**src/rtl/irq_hub_pkg.sv**
```systemverilog
// Shared types and register-window layout for the interrupt request hub.
package irq_hub_pkg;
    typedef enum logic [1:0] {
        SZ_BYTE = 2'd0,
        SZ_HALF = 2'd1,
        SZ_WORD = 2'd2,
        SZ_BAD  = 2'd3
    } acc_size_e;

    localparam int REG_W    = 16;   // architectural register width
    localparam int LANES    = REG_W / 8;
    localparam int OFS_EN   = 0;    // enable register (and word-access base)
    localparam int OFS_FLAG = 2;    // request flag register
    localparam int OFS_MST  = 8;    // master enable
endpackage

```
**src/rtl/irq_hub_regif.sv**
```systemverilog
// Bus decode for the hub. It turns one access into per-register write
// controls and a read mux. It is purely combinational and holds no state.
// Assumes one access per cycle while bus_req is high, with data in the low
// lanes.
module irq_hub_regif
    import irq_hub_pkg::*;
#(
    parameter int NUM_SRC = 14,
    parameter int ADDR_W  = 4
) (
    input  logic               bus_req,
    input  logic               bus_we,
    input  logic [1:0]         bus_size,
    input  logic [ADDR_W-1:0]  bus_addr,
    input  logic [31:0]        bus_wdata,
    input  logic [NUM_SRC-1:0] en_q,
    input  logic [NUM_SRC-1:0] flag_q,
    input  logic               mst_q,
    output logic [LANES-1:0]   en_be,
    output logic [REG_W-1:0]   en_wval,
    output logic [NUM_SRC-1:0] clr_mask,
    output logic               mst_we,
    output logic               mst_wval,
    output logic [31:0]        bus_rdata
);
    localparam logic [ADDR_W-1:0] A_EN0 = ADDR_W'(OFS_EN);
    localparam logic [ADDR_W-1:0] A_EN1 = ADDR_W'(OFS_EN + 1);
    localparam logic [ADDR_W-1:0] A_FL0 = ADDR_W'(OFS_FLAG);
    localparam logic [ADDR_W-1:0] A_FL1 = ADDR_W'(OFS_FLAG + 1);
    localparam logic [ADDR_W-1:0] A_MST = ADDR_W'(OFS_MST);

    acc_size_e        sz;
    logic [REG_W-1:0] en16;
    logic [REG_W-1:0] fl16;
    logic [REG_W-1:0] clr_full;
    logic             unused_clr;

    assign sz       = acc_size_e'(bus_size);
    assign en16     = REG_W'(en_q);
    assign fl16     = REG_W'(flag_q);
    assign clr_mask = clr_full[NUM_SRC-1:0];
    assign unused_clr = ^clr_full;
    assign mst_wval = bus_wdata[0];

    // Decode writes into lane enables / acknowledge mask, and mux reads.
    always_comb begin
        en_be     = '0;
        en_wval   = '0;
        clr_full  = '0;
        mst_we    = 1'b0;
        bus_rdata = '0;
        if (bus_req && bus_we) begin
            case (sz)
                SZ_BYTE: begin
                    if (bus_addr == A_EN0) begin
                        en_be = 2'b01; en_wval = {8'h00, bus_wdata[7:0]};
                    end else if (bus_addr == A_EN1) begin
                        en_be = 2'b10; en_wval = {bus_wdata[7:0], 8'h00};
                    end else if (bus_addr == A_FL0) begin
                        clr_full = {8'h00, bus_wdata[7:0]};
                    end else if (bus_addr == A_FL1) begin
                        clr_full = {bus_wdata[7:0], 8'h00};
                    end else if (bus_addr == A_MST) begin
                        mst_we = 1'b1;
                    end
                end
                SZ_HALF: begin
                    if (bus_addr == A_EN0) begin
                        en_be = 2'b11; en_wval = bus_wdata[15:0];
                    end else if (bus_addr == A_FL0) begin
                        clr_full = bus_wdata[15:0];
                    end else if (bus_addr == A_MST) begin
                        mst_we = 1'b1;
                    end
                end
                SZ_WORD: begin
                    if (bus_addr == A_EN0) begin
                        en_be    = 2'b11;
                        en_wval  = bus_wdata[15:0];
                        clr_full = bus_wdata[31:16];
                    end else if (bus_addr == A_MST) begin
                        mst_we = 1'b1;
                    end
                end
                default: ;
            endcase
        end else if (bus_req) begin
            case (sz)
                SZ_BYTE: begin
                    if (bus_addr == A_EN0)      bus_rdata = {24'h0, en16[7:0]};
                    else if (bus_addr == A_EN1) bus_rdata = {24'h0, en16[15:8]};
                    else if (bus_addr == A_FL0) bus_rdata = {24'h0, fl16[7:0]};
                    else if (bus_addr == A_FL1) bus_rdata = {24'h0, fl16[15:8]};
                    else if (bus_addr == A_MST) bus_rdata = {31'h0, mst_q};
                end
                SZ_HALF: begin
                    if (bus_addr == A_EN0)      bus_rdata = {16'h0, en16};
                    else if (bus_addr == A_FL0) bus_rdata = {16'h0, fl16};
                    else if (bus_addr == A_MST) bus_rdata = {31'h0, mst_q};
                end
                SZ_WORD: begin
                    if (bus_addr == A_EN0)      bus_rdata = {fl16, en16};
                    else if (bus_addr == A_MST) bus_rdata = {31'h0, mst_q};
                end
                default: ;
            endcase
        end
    end
endmodule

```
**src/rtl/irq_hub_ctl.sv**
```systemverilog
// Enable register, written byte lane by byte lane, and the master bit.
// Assumes the decoder raises at most one write source per cycle.
module irq_hub_ctl
    import irq_hub_pkg::*;
#(
    parameter int NUM_SRC = 14
) (
    input  logic               clk,
    input  logic               rst_n,
    input  logic [LANES-1:0]   en_be,
    input  logic [REG_W-1:0]   en_wval,
    input  logic               mst_we,
    input  logic               mst_wval,
    output logic [NUM_SRC-1:0] en_q,
    output logic               mst_q
);
    logic [REG_W-1:0] en_cur;
    logic [REG_W-1:0] en_nxt;
    logic             unused_en;

    assign en_cur    = REG_W'(en_q);
    assign unused_en = ^en_nxt;

    for (genvar l = 0; l < LANES; l++) begin : g_lane
        assign en_nxt[l*8 +: 8] = en_be[l] ? en_wval[l*8 +: 8] : en_cur[l*8 +: 8];
    end

    // Hold the enable bits and the master bit; clear both on reset.
    always_ff @(posedge clk) begin
        if (!rst_n) begin
            en_q  <= '0;
            mst_q <= 1'b0;
        end else begin
            en_q <= en_nxt[NUM_SRC-1:0];
            if (mst_we) mst_q <= mst_wval;
        end
    end
endmodule

```
**src/rtl/irq_hub_flags.sv**
```systemverilog
// Sticky request flags. Each flag sets on a rising edge of its event line
// and clears on an acknowledge bit; set wins over clear in the same cycle.
// Assumes the event lines are already synchronous to clk.
module irq_hub_flags #(
    parameter int NUM_SRC = 14
) (
    input  logic               clk,
    input  logic               rst_n,
    input  logic [NUM_SRC-1:0] evt_in,
    input  logic [NUM_SRC-1:0] clr_mask,
    output logic [NUM_SRC-1:0] flag_q,
    output logic [NUM_SRC-1:0] evt_rise
);
    logic [NUM_SRC-1:0] evt_d;

    assign evt_rise = evt_in & ~evt_d;

    // Remember last cycle's event levels for edge detection.
    always_ff @(posedge clk) begin
        if (!rst_n) evt_d <= '0;
        else        evt_d <= evt_in;
    end

    for (genvar i = 0; i < NUM_SRC; i++) begin : g_flag
        // One flag: set on edge, clear on acknowledge, set has priority.
        always_ff @(posedge clk) begin
            if (!rst_n)           flag_q[i] <= 1'b0;
            else if (evt_rise[i]) flag_q[i] <= 1'b1;
            else if (clr_mask[i]) flag_q[i] <= 1'b0;
        end
    end
endmodule

```
**src/rtl/irq_hub_out.sv**
```systemverilog
// Registered interrupt output: master AND any enabled pending flag.
// Assumes the inputs are register outputs, so a one-cycle delay is expected.
module irq_hub_out #(
    parameter int NUM_SRC = 14
) (
    input  logic               clk,
    input  logic               rst_n,
    input  logic               mst_q,
    input  logic [NUM_SRC-1:0] en_q,
    input  logic [NUM_SRC-1:0] flag_q,
    output logic               irq_out
);
    // Register the combined interrupt condition.
    always_ff @(posedge clk) begin
        if (!rst_n) irq_out <= 1'b0;
        else        irq_out <= mst_q & (|(en_q & flag_q));
    end
endmodule

```
**src/rtl/irq_hub.sv**
```systemverilog
// Top of the interrupt request hub: bus decode, enable/master storage,
// sticky flags and the registered output. Assumes the caller has already
// decoded the 16-byte window.
module irq_hub
    import irq_hub_pkg::*;
#(
    parameter int NUM_SRC = 14,
    parameter int ADDR_W  = 4
) (
    input  logic               clk,
    input  logic               rst_n,
    input  logic               bus_req,
    input  logic               bus_we,
    input  logic [1:0]         bus_size,
    input  logic [ADDR_W-1:0]  bus_addr,
    input  logic [31:0]        bus_wdata,
    output logic [31:0]        bus_rdata,
    input  logic [NUM_SRC-1:0] evt_in,
    output logic               irq_out
);
    logic [LANES-1:0]   en_be;
    logic [REG_W-1:0]   en_wval;
    logic [NUM_SRC-1:0] clr_mask;
    logic               mst_we;
    logic               mst_wval;
    logic [NUM_SRC-1:0] en_q;
    logic [NUM_SRC-1:0] flag_q;
    logic [NUM_SRC-1:0] evt_rise;
    logic               mst_q;

    irq_hub_regif #(.NUM_SRC(NUM_SRC), .ADDR_W(ADDR_W)) u_regif (
        .bus_req(bus_req), .bus_we(bus_we), .bus_size(bus_size),
        .bus_addr(bus_addr), .bus_wdata(bus_wdata),
        .en_q(en_q), .flag_q(flag_q), .mst_q(mst_q),
        .en_be(en_be), .en_wval(en_wval), .clr_mask(clr_mask),
        .mst_we(mst_we), .mst_wval(mst_wval), .bus_rdata(bus_rdata)
    );

    irq_hub_ctl #(.NUM_SRC(NUM_SRC)) u_ctl (
        .clk(clk), .rst_n(rst_n), .en_be(en_be), .en_wval(en_wval),
        .mst_we(mst_we), .mst_wval(mst_wval), .en_q(en_q), .mst_q(mst_q)
    );

    irq_hub_flags #(.NUM_SRC(NUM_SRC)) u_flags (
        .clk(clk), .rst_n(rst_n), .evt_in(evt_in), .clr_mask(clr_mask),
        .flag_q(flag_q), .evt_rise(evt_rise)
    );

    irq_hub_out #(.NUM_SRC(NUM_SRC)) u_out (
        .clk(clk), .rst_n(rst_n), .mst_q(mst_q), .en_q(en_q),
        .flag_q(flag_q), .irq_out(irq_out)
    );
endmodule

```
**config.mk**
```make
export PLATFORM = sky130hd
export DESIGN_NAME = irq_hub
export DESIGN_NICKNAME = d
export VERILOG_FILES = /design/src/rtl/irq_hub_pkg.sv /design/src/rtl/irq_hub_regif.sv /design/src/rtl/irq_hub_ctl.sv /design/src/rtl/irq_hub_flags.sv /design/src/rtl/irq_hub_out.sv /design/src/rtl/irq_hub.sv
export SDC_FILE = /design/constraint.sdc
export NUM_CORES = 1
export LEC_CHECK = 0
export ABC_AREA = 1
export CAP_MARGIN = 10
export CELL_PAD_IN_SITES_DETAIL_PLACEMENT = 0
export CELL_PAD_IN_SITES_GLOBAL_PLACEMENT = 1
export CORE_ASPECT_RATIO = 1.4
export CORE_MARGIN = 2
export CORE_UTILIZATION = 43
export DETAILED_ROUTE_END_ITERATION = 6
export DONT_BUFFER_PORTS = 1
export PLACE_DENSITY_LB_ADDON = 0.1
export SKIP_LAST_GASP = 1
export SYNTH_ARGS = -nofsm -noshare
export SYNTH_HDL_FRONTEND = slang
export SYNTH_SLANG_ARGS = --single-unit
export TNS_END_PERCENT = 1
```
**constraint.sdc**
```tcl
create_clock -name clk -period 1.7 [get_ports clk]
set_input_delay 0.255 -clock clk [delete_from_list [all_inputs] [get_ports clk]]
set_output_delay 0.255 -clock clk [all_outputs]
set_load 0.02 [all_outputs]
```
Yosys cells after proc, flatten, opt, wreduce, memory -nomap -nowiden. Cells that the tools add are included.

Register bits: 44.

Mux-type cells: 68. Bitwise operators: 4. Reductions and logical operators: 19. Eq/ne operators: 6.

Operators by type and width (number): $mux 32 (8); $mux 14 (12); $pmux 32 s3 (1); $pmux 14 s3 (1); $mux 1 (38); $mux 30 (1); $and 14x14->14 (2); $pmux 14 s2 (1); $reduce_bool 2->1 (14); $not 14->14 (1); $reduce_or 14->1 (1); $eq 4x2->1 const B (2); $mux 2 (4); $eq 4x1->1 const B (1); $eq 4x4->1 const B (1); $logic_not 4->1 (1); $pmux 2 s2 (1); $pmux 1 s3 (1); $eq 2x1->1 const B (1); $eq 2x2->1 const B (1); $logic_not 2->1 (1); $reduce_or 2->1 (1); $and 1x1->1 (1); $logic_and 1x1->1 (1).

Logic depth before layout (Yosys ltp). Gate-level depths: netlist of run 1.

Depth in word-level cells: 9. Depth in mapped cells: 10.

Modules after synthesis. Synthesis of run 1 repeated with hierarchy kept, for this count alone.

Cell total of the unflattened synthesis: 533. Area total of the unflattened synthesis: 3115.5 um2.

By module, submodules not included: irq_hub_regif (area each 1292.5 um2, instances 1, cells an instance 265, seq. area each 0.0 um2); irq_hub_flags (area each 1058.5 um2, instances 1, cells an instance 143, seq. area each 560.5 um2); irq_hub_ctl (area each 631.9 um2, instances 1, cells an instance 94, seq. area each 300.3 um2); irq_hub_out (area each 132.6 um2, instances 1, cells an instance 31, seq. area each 20.0 um2).

Worst setup path after synthesis of run 1. OpenSTA, ideal clock, no wires.

Kind: in2out. Start: in bus_size[0]. End: out bus_rdata[12]. Data required time: 1.445 ns. Stages: 7. Arrival: 1.586 ns. Slack: -0.141 ns. Path through: ha_1 -> inv_1 -> nand3_2 -> inv_2 -> buf_2 -> nand2_1 -> o21ai_0.

Longest elaborated chain between the ends: 4. Elaborated cells between the ends (all ways): 6. Those cells by class: eq/ne (2); mux (3); reduce/logical (1).

Ends and longest elaborated chain: start: declaration (line irq_hub.sv:14) `input logic [1:0] bus_size,`; $eq 2x2->1 (tied with other cells) (line irq_hub_regif.sv:88) `case (sz)`; $pmux 32 s3 (*) (line irq_hub_regif.sv:88); $mux 32 (*) (line irq_hub_regif.sv:87) `end else if (bus_req) begin`; $mux 32 (*) (line irq_hub_regif.sv:52) `if (bus_req && bus_we) begin`; end: declaration (line irq_hub.sv:17) `output logic [31:0] bus_rdata,`.

Every way passes the cells marked *; elsewhere a longest branch is shown, timed or not.

Worst setup path after layout of run 1.
Start: reg u_flags.flag_q[0]. End: out bus_rdata[0].

Longest elaborated chain between the ends: 6. Elaborated cells between the ends (all ways): 8. Those cells by class: mux (8).

Ends and longest elaborated chain: start: declaration (line irq_hub_flags.sv:11) `output logic [NUM_SRC-1:0] flag_q,`; start signal: indexed assignment (line irq_hub_flags.sv:27) `if (!rst_n) flag_q[i] <= 1'b0;`; start signal: indexed assignment (line irq_hub_flags.sv:28) `else if (evt_rise[i]) flag_q[i] <= 1'b1;`; start signal: indexed assignment (line irq_hub_flags.sv:29) `else if (clr_mask[i]) flag_q[i] <= 1'b0;`; $mux 32 (line irq_hub_regif.sv:92) `else if (bus_addr == A_FL0) bus_rdata = {24'h0, fl16[7:0]};`; $mux 32 (line irq_hub_regif.sv:91) `else if (bus_addr == A_EN1) bus_rdata = {24'h0, en16[15:8]};`; $mux 32 (line irq_hub_regif.sv:90) `if (bus_addr == A_EN0) bus_rdata = {24'h0, en16[7:0]};`; $pmux 32 s3 (*) (line irq_hub_regif.sv:88); $mux 32 (*) (line irq_hub_regif.sv:87); $mux 32 (*) (line irq_hub_regif.sv:52).

Marks and branches as above.

==> metrics.md, run 1 <==
| Metric | Value |
|---|---|
| Outcome | complete, no violations |
| Synth Cell Area | ~2900 um2 |
| Top_reg_cell synth | dfxtp_1 |
| Clock Skews | 0.00476 ns |
| DR iter-0 viols | 125 |
| CORE AREA | ~6500 um2 |
| EDFF count, synth | 0 |
| Drt drc | 0 |
| Async SR Flop Fraction | 0 |
| Fmax | roughly 0.61 GHz |
| Port Buf Inserts | 0 |
| Layout cell share with drive strength beyond 1 | 0.190 |
| Worst setup startpoint | u_flags.flag_q[0] |
| FILL cells | 720 |
| DIE AREA | between 7000 and 8000 um2 |
| Flops & latches, synth | 44 |
| Final #Nets | 543 |
| Clock transition at path regs | approximately 0.080 ns |
| Worst path max stage delay | ~0.34 ns |
| CP Launch Type | flip-flop |
| Mean Syn Cell Area | around 6.4 um2 |
| Pin count of the biggest net entering global routing | 45 |
| GRT overflow | 0 |
| Final hold vios | 0 |
| LEAKAGE | ~1.6 nW |
| Top Family by Delay on Critical Path | simple AND/OR/NAND/NOR gates |
| CP max stage cell | dfxtp_2 |
| Worst hold slack | 0.0661 ns |
| Yosys Warn Count | 0 |
| Sequential share of the synthesized area | 0.309 |
| CTS tree | done |
| I/O pin cnt | between 80 and 90 |
| CTS sink count | 44 |
| Synthesized netlist cell count | ~450 |
| R2R Path Start | u_flags.flag_q[6] |
| Vias in the first global route | between 2,000 and 3,000 |
| Endpoint class of the critical path | primary output |
| Final Total Pwr | 0.00219 W |
| Clk buf depth | 2 |
| Final Critical Period | 1.63 ns |
| Number of max-cap violations | 0 |
| Worst path bufs/invs | 2 |
| Final Setup Violations | 0 |
| End-of-flow core utilization | 0.503 |
| Worst VDD drop | 0.594 mV |
| First-pass GRT wire length | 12.7 mm |
| Critical Path AT | approximately 1.4 ns |
| Worst Hold Class | input pin to flip-flop |
| Gpl congestion | a little under 0.9 |
| # hold bufs at CTS | 0 |
| WP data required | about 1.4 ns |
| Post-Place Setup Slack | ~0.11 ns |
| Slew Limit Fails | 0 |
| Netlist cell types | 32 |
| Routed Antenna Nets | 0 |
| Total Wirelength | roughly 8 mm |
| Final Cycle Share | 0.959 |
| CTS H-tree lvls | 2 |
| Ant. Diodes | 0 |
| Area Overhead vs Synth | 14.2% |
| Hpwl dp | between 6 and 7 mm |
| Unrepaired setup endpoints after global routing | true |
| WL/cell | ~14 um |
| Pwr/cell area | 674 nW/um2 |
| Crit path top cell by count | nand2_1 |
| Clock buffer count from CTS | 5 |
| Initial Util | 0.440 |
| CP Class | flip-flop to primary output |
| Antenna violations before repair | 0 |
| Via density | 5.01 |
| Die width | about 73 um |
| Clk Latency, worst-skew pair | approximately 0.29 ns |
| 1st-pass router iterations | 5 |
| GRT Overall Usage | 0.223 |
| Crit path max fanout | 3 |
| Setup ws final | between 0.07 and 0.08 ns |
| Std-Cell Rows | 35 |
| Via Count | between 2,000 and 3,000 |
| Chip height | 100 um |
| CTS root buf | clkbuf_8 |
| Crit path cell chain | inv_1, nand3_1, nand2_1, nand2_1, nand2_1, nand2_1, nor2_1, nor2_1, buf_4 |
| Hold path start | evt_in[2] |
==> registers in the layout, summed over array words and instances, names as in the netlist <==
signal	count
u_ctl.en_q	14
u_flags.evt_d	14
u_flags.flag_q	14
u_ctl.mst_q	1
u_out.irq_out	1
==> cells in the mapped netlist, types with 3 or more instances <==
master	instances	area [um2]
buf_4	5	37.5
nand3_1	38	190
nand2_1	144	541
ha_1	4	50.1
o21ai_0	29	145
nor2_2	5	31.3
nand4_1	4	25.0
buf_2	3	15.0
or2_2	14	87.6
dfxtp_1	44	881
o22ai_1	3	18.8
o21ai_1	6	30.0
nor2_1	25	93.8
inv_2	5	18.8
clkbuf_8	4	55.1
nand2_2	5	31.3
inv_1	54	203
a21oi_1	22	110
clkbuf_1	4	15.0
nor3_1	7	35.0
nand3b_1	5	37.5
==> final cells by class <==
type                       instances  area [um2]  share of cell area
inverter                          59         223              0.0684
clock inverter                     2        35.0              0.0108
sequential                        44         882               0.271
clock buffer                       6        72.6              0.0223
tap                               74        92.6              0.0284
timing repair buffer              44         334               0.103
multi-input combinational        329        1620               0.497
==> logic make-up (layout without fill, tap and decap cells) <==
kind of cell / Yosys count / count (layout) / share of synthesized area
AND/OR/NAND/NOR: 255 / 255 / 0.413
buffers and inverters: 77 / 111 / 0.129
AO/OA/AOI/OAI: 66 / 66 / 0.131
flip-flops: 44 / 44 / 0.309
adder cells (fa/ha/maj): 4 / 4 / 0.0176
other: 1 / 4 / 0.00132
==> metal layers <==
layer | track usage | vias to the layer above | routed length [um]
met5 | 0 | - | 0
met1 | 0.263 | 1219 | 3340
met2 | 0.397 | 92 | 3950
met4 | 0.0926 | 0 | 236
li1 | - | 1469 | -
met3 | 0.0281 | 17 | 390
==> stage by stage <==
step	instances	setup TNS [ns]	instance area [um2]
after floorplan	450	-0.396	2860
after global placement	550	0	3140
after detailed placement	550	0	3140
after CTS	558	0	3250
after global routing	558	-0.0438	3260
final	558	0	3260
==> cells in the final DEF, fill, tap and decap left out, drive strengths merged, types with 6 or more instances in the layout <==
| master | instances |
|---|---|
| a21oi | 22 |
| nor3 | 7 |
| dfxtp | 44 |
| clkbuf | 6 |
| buf | 44 |
| o21ai | 36 |
| inv | 58 |
| nor2 | 34 |
| nand3 | 40 |
| nand2 | 151 |
| or2 | 14 |
==> repair_timing <==
| item | in CTS | in global routing |
|---|---|---|
| endpoints found under the hold margin | 0 | 0 |
| setup endpoints to repair | 0 | 8 |
| resized for setup | 0 | 5 |
| setup buffers | 0 | 0 |
==> final timing paths <==
kind                       to  slack (ns)  cells after the start
max              bus_rdata[0]        0.07                      9
min          u_flags.evt_d[2]        0.07                      2
max reg2reg     u_out.irq_out        0.58                      5
min reg2reg     u_ctl.en_q[7]        0.46                      2
==> power breakdown <==
group / leakage [nW] / internal [W] / switching, W
logic: 1.22 / 0.000104 / 0.000188
registers: 0.363 / 0.00108 / 0.0000413
clock network: 0.0552 / 0.000436 / 0.000341
total: 1.64 / 0.00162 / 0.000570
Power figures use the tool's default switching activity.
==> run 2, diff against run 1 <==
--- a/config.mk
+++ b/config.mk
@@ -15,6 +15,7 @@
 export DETAILED_ROUTE_END_ITERATION = 6
 export DONT_BUFFER_PORTS = 1
 export PLACE_DENSITY_LB_ADDON = 0.1
+export REMOVE_ABC_BUFFERS = 1
 export SKIP_LAST_GASP = 1
 export SYNTH_ARGS = -nofsm -noshare
 export SYNTH_HDL_FRONTEND = slang
==> run 2 against run 1 <==
Clock skew is 0.0014 ns higher. First-iteration DRC count is 8.0% lower. Register-to-register slack better by 0.07 ns. Sequential power hardly changed. Final cell count is 1.4% higher. Worst hold slack worse by 0.0096 ns. Total power is 4.4% lower. Maximum frequency hardly changed. Sequential share of layout area is 0.37 points lower. Core utilization is 0.69 points higher. Largest cell class unchanged. Largest power group unchanged. Highest routed layer unchanged.
==> metrics.md, run 2 (synthesis results as in run 1) <==
| Metric | Value |
|---|---|
| CP max stage cell | dfxtp_2 |
| CTS root buf | clkbuf_8 |
| Hpwl dp | 6.38 mm (+1.7%) |
| CTS tree | done |
| Vias in the first global route | 2,825 (+6.9%) |
| Routed Antenna Nets | 0 (unchanged) |
| Final Critical Period | 1.63 ns (+0.000851 ns) |
| Post-Place Setup Slack | 0.0651 ns (-0.0409 ns) |
| Std-Cell Rows | 35 (unchanged) |
| Worst hold stages | 2 (unchanged) |
| CTS sink count | 44 (unchanged) |
| Ant. Diodes | 0 (unchanged) |
| DIE AREA | 7310 um2 (unchanged) |
| Hold path endpoint | u_flags.evt_d[10] |
| Final #Nets | 551 (+1.5%) |
| Worst path max stage delay | 0.34 ns (about the same) |
| Fmax | 0.613 GHz (about the same) |
| CORE AREA | 6480 um2 (unchanged) |
| Clk buf depth | 2 (unchanged) |
| First-pass GRT wire length | 13.2 mm (+4.2%) |
| Clock buffer count from CTS | 5 (unchanged) |
| LEAKAGE | 1.67 nW (+1.7%) |
| Slew Limit Fails | 0 (unchanged) |
| Commonest non-fill, non-tap cell in the layout | nand2_1 |
| Total Wirelength | 8.22 mm (+3.9%) |
| CP Class | flip-flop to primary output |
| Area Overhead vs Synth | 15.8% |
| Chip height | 100 um (unchanged) |
| Final hold vios | 0 (unchanged) |
| Number of max-cap violations | 0 (unchanged) |
| Worst hold slack | 0.0565 ns (-0.00958 ns) |
| Top Family by Delay on Critical Path | simple AND/OR/NAND/NOR gates |
| Pin count of the biggest net entering global routing | 45 (unchanged) |
| Worst r2r path cells | 6 (+1) |
| Drt drc | 0 (unchanged) |
| Pwr/cell area | 635 nW/um2 (-5.7%) |
| DR iter-0 viols | 115 (-8.0%) |
| 1st-pass router iterations | 4 (-1) |
| Crit Reg-Reg Endpoint | u_out.irq_out |
| Commonest non-fill, non-tap cells in the layout | 144 x nand2_1, 54 x inv_1, 52 x buf_4 |
| Crit path max fanout | 3 (unchanged) |
| WL/cell | 14.5 um (+2.4%) |
| Worst VDD drop | 0.420 mV (-29%) |
| Port Buf Inserts | 0 (unchanged) |
| Clock transition at path regs | 0.09 ns (about the same) |
| CTS H-tree lvls | 2 (unchanged) |
| Setup ws final | 0.0695 ns (-0.000851 ns) |
| Final Cycle Share | 0.959 (about the same) |
| Critical Path AT | 1.38 ns (about the same) |
| Final total negative setup slack | 0 ns (unchanged) |
| Clock Skews | 0.00620 ns (+0.00144 ns) |
| GRT Overall Usage | 0.235 (+0.0124) |
| Clk Latency, worst-skew pair | 0.30 ns (about the same) |
| Via Count | 2,837 (+1.4%) |
| Gpl congestion | 0.875 (-0.42%) |
| R2R Path Start | u_flags.flag_q[9] |
| End-of-flow core utilization | 0.509 (+0.00695) |
| Biggest regs | u_ctl.en_q x14, u_flags.evt_d x14, u_flags.flag_q x14 |
| Crit path cell chain | inv_1, nand3_1, nand2_1, nand2_1, nand2_1, nand2_1, nor2_1, nor2_1, buf_4 |
| Outcome | complete, no violations |
| Fin cells | 566 (+1.4%) |
| GRT overflow | 0 (unchanged) |
| Die width | 72.8 um (unchanged) |
| Worst path bufs/invs | 2 (unchanged) |
| WP data required | 1.44 ns (about the same) |
| Initial Util | 0.440 (unchanged) |
| Endpoint class of the critical path | primary output |
| CP Launch Type | flip-flop |
| Final Setup Violations | 0 (unchanged) |
| FILL cells | 757 (+5.1%) |
| Unrepaired setup endpoints after global routing | true |
| Worst Hold Class | input pin to flip-flop |
| Inst Count DP | 558 (+1.5%) |
| Via density | 5.01 (about the same) |
| R2R setup slack | 0.65 ns (+0.07 ns) |
| Worst setup startpoint | u_flags.flag_q[0] |
| Crit path top cell by count | nand2_1 |
| Layout cell share with drive strength beyond 1 | 0.203 (+0.0132) |
| Antenna violations before repair | 0 (unchanged) |
| Hold path start | evt_in[10] |
| Post-CTS setup buffer count | 0 (unchanged) |
| I/O pin cnt | 89 (unchanged) |
[run 2: changes by cell type in the layout (fill, tap and decap cells not counted), moves of 2 or more]
cell / before / now
o21ai_1: 8 / 6
clkinv_2: 2 / 0
o21ai_0: 27 / 29
buf_4: 43 / 52
[run 2: worst max path at each step]
stage / depth (start not counted) / endpoint / slack [ns]
6_report: 9 / bus_rdata[0] / 0.07
3_5_place_dp: 7 / bus_rdata[6] / 0.07
3_3_place_gp: 7 / bus_rdata[11] / 0.06
5_1_grt: 9 / bus_rdata[0] / -0.04
4_1_cts: 7 / bus_rdata[0] / 0.01
2_1_floorplan: 6 / bus_rdata[6] / -0.20
[run 2: final cells by class]
cell class              count  area, um2  share of cell area
well taps                  74       92.6              0.0280
flip-flops and latches     44        882               0.267
repair buffers             52        390               0.118
inverters                  59        221              0.0671
multi-input cells         329       1630               0.493
clock buffers               6       72.6              0.0220
clock inverters             2       16.3             0.00493
[run 2: per-stage QoR]
step	power [W]	instance area, um2
floorplan	0.00134	2720
global placement	0.00144	3200
detailed placement	0.00145	3200
CTS	0.00212	3290
global route	0.00222	3300
finish	0.00210	3300
[run 2: worst register-to-register path, delay by kind of cell (launching register included)]
kind             cells  cell delay, ns
DFF                  1            0.36
and+or+nand+nor      6            0.59
[run 2: power breakdown]
part	internal (W)	switching, W	leakage (nW)
registers	0.00108	0.0000384	0.363
logic	0.000114	0.000190	1.26
clock network	0.000293	0.000379	0.0414
total	0.00149	0.000607	1.67
[run 2: timing repair]
| action | in CTS | in global routing |
|---|---|---|
| endpoints found under the setup margin | 0 | 9 |
| hold buffers | 0 | 0 |
| gates resized for setup | 0 | 3 |
[run 2: routing by layer]
layer,vias to the layer above,wire length [um],GRT usage
met5,-,0,0
met4,0,188,0.0769
met3,15,326,0.0361
met2,59,4260,0.431
met1,1271,3440,0.272
li1,1492,-,-
==> run 3, diff against run 2 <==
--- a/config.mk
+++ b/config.mk
@@ -14,7 +14,7 @@
 export CORE_UTILIZATION = 43
 export DETAILED_ROUTE_END_ITERATION = 6
 export DONT_BUFFER_PORTS = 1
-export PLACE_DENSITY_LB_ADDON = 0.1
+export PLACE_DENSITY = 0.9
 export REMOVE_ABC_BUFFERS = 1
 export SKIP_LAST_GASP = 1
 export SYNTH_ARGS = -nofsm -noshare
==> run 3 against run 2 <==
Global-route usage decreased by 1.0 points. Final cell count decreased by 0.35%. Maximum frequency fell by 1.6%. Setup slack worse by 0.027 ns. Critical path type is now input pin to primary output. Critical endpoint is now bus_rdata[13]. Largest power group unchanged.
==> metrics.md, run 3 (synthesis results as in run 1) <==
| Metric | Value |
|---|---|
| I/O pin cnt | 89 (unchanged) |
| Routed Antenna Nets | 0 (unchanged) |
| Std-Cell Rows | 35 (unchanged) |
| CORE AREA | 6480 um2 (unchanged) |
| DIE AREA | 7310 um2 (unchanged) |
| Final Setup Violations | 0 (unchanged) |
| Initial Util | 0.440 (unchanged) |
| Worst hold stages | 2 (unchanged) |
| FILL cells | 716 (-5.4%) |
| Gr busiest metal | met2 |
| Hpwl dp | 5.97 mm (-6.4%) |
| Unrepaired setup endpoints after global routing | true |
| First-pass GRT wire length | 12.7 mm (-3.8%) |
| Critical Path AT | 1.40 ns (+0.02 ns) |
| Commonest non-fill, non-tap cell in the layout | nand2_1 |
| LEAKAGE | 1.66 nW (-0.49%) |
| Commonest non-fill, non-tap cells in the layout | 144 x nand2_1, 53 x inv_1, 50 x buf_4 |
| Endpoint class of the critical path | primary output |
| Hold path start | evt_in[1] |
| Grt met3 use | 0.0452 (+0.00904) |
| Worst VDD drop | 0.419 mV (about the same) |
| Via density | 5.06 (+0.92%) |
| GRT overflow | 0 (unchanged) |
| Final Total Pwr | 0.00210 W (about the same) |
| Finished Cell Area | 3290 um2 (-0.38%) |
| 1st-pass router iterations | 4 (unchanged) |
| Die width | 72.8 um (unchanged) |
| WL/cell | 13.8 um (-4.7%) |
| Final total negative setup slack | 0 ns (unchanged) |
| Clock transition at path regs | 0.09 ns (about the same) |
| Final Cycle Share | 0.975 (+0.0158) |
| Via Count | 2,853 (+0.56%) |
| Layout cell share with drive strength beyond 1 | 0.204 (+0.000830) |
| CP Launch Type | input pin |
| Chip height | 100 um (unchanged) |
| Vias in the first global route | 2,722 (-3.6%) |
| Pwr/cell area | 637 nW/um2 (+0.29%) |
| Clk Latency, worst-skew pair | 0.30 ns (about the same) |
| Ant. Diodes | 0 (unchanged) |
| CTS sink count | 44 (unchanged) |
| WP data required | 1.44 ns (about the same) |
| Post-CTS setup buffer count | 0 (unchanged) |
| Total Wirelength | 7.81 mm (-5.0%) |
| Antenna violations before repair | 0 (unchanged) |
| Outcome | complete, no violations |
| Post-cts sizing count | 0 (unchanged) |
| Fmax | 0.603 GHz (-1.6%) |
| R2R Path Start | u_flags.flag_q[6] |
| Gpl congestion | 0.852 (-2.7%) |
| Post-DP Area | 3190 um2 (-0.47%) |
| Clk buf depth | 2 (unchanged) |
| Final #Nets | 549 (-0.36%) |
| Biggest regs | u_ctl.en_q x14, u_flags.evt_d x14, u_flags.flag_q x14 |
| Worst setup startpoint | bus_size[1] |
| Final Critical Period | 1.66 ns (+0.0268 ns) |
| Number of max-cap violations | 0 (unchanged) |
| Fin cells | 564 (-0.35%) |
| # hold bufs at CTS | 0 (unchanged) |
| Drt drc | 0 (unchanged) |
| Final hold vios | 0 (unchanged) |
| Worst hold slack | 0.0522 ns (-0.00429 ns) |
| CTS H-tree lvls | 2 (unchanged) |
| CP Class | input pin to primary output |
| CTS root buf | clkbuf_8 |
| Clock buffer count from CTS | 5 (unchanged) |
| GRT met2 Usage | 0.403 (-0.0280) |
| Inst Count DP | 556 (-0.36%) |
| Crit path max fanout | 6 (+3) |
| CTS tree | done |
| Pin count of the biggest net entering global routing | 45 (unchanged) |
| Clock Skews | 0.00748 ns (+0.00128 ns) |
| DR iter-0 viols | 126 (+9.6%) |
| GRT Overall Usage | 0.225 (-0.00998) |
| Worst Hold Class | input pin to flip-flop |
| Area Overhead vs Synth | 15.4% |
| Slew Limit Fails | 0 (unchanged) |
| Port Buf Inserts | 0 (unchanged) |
| Worst r2r path cells | 5 (-1) |
| Met1 usage | 0.260 (-0.0120) |
[run 3: area by class of cell]
cell class,count,area (um2),area share
Inverter,59,223,0.0677
Timing Repair Buffer,50,375,0.114
Tap cell,74,92.6,0.0281
Sequential cell,44,882,0.268
Clock inverter,3,21.3,0.00647
Clock buffer,5,68.8,0.0209
Multi-Input combinational cell,329,1630,0.494
[run 3: stage by stage]
| step | utilization | setup slack [ns] |
|---|---|---|
| after floorplan | - | -0.195 |
| after global placement | 0.492 | 0.0751 |
| after detailed placement | 0.492 | 0.0740 |
| after CTS | 0.505 | 0.0641 |
| after global routing | 0.508 | -0.00985 |
| final | 0.508 | 0.0426 |
[run 3: final timing paths]
path | endpoint | slack (ns)
max reg2reg | u_out.irq_out | 0.69
max | bus_rdata[13] | 0.04
min | u_flags.evt_d[1] | 0.05
min reg2reg | u_flags.flag_q[2] | 0.47
[run 3: power by group]
part	internal (W)	switching (W)
combinational	0.000110	0.000185
clock	0.000292	0.000389
sequential	0.00108	0.0000361
[run 3: critical path: stages]
cell	delay, ns
inv_1	0.05
ha_1	0.20
inv_1	0.12
nor2_8	0.15
inv_2	0.07
o31ai_1	0.33
buf_4	0.21
[run 3: per-layer routing]
| layer | vias up | share of wire |
|---|---|---|
| met5 | - | 0 |
| met4 | 0 | 0.028 |
| met3 | 16 | 0.059 |
| met2 | 85 | 0.51 |
| met1 | 1263 | 0.40 |
| li1 | 1489 | - |
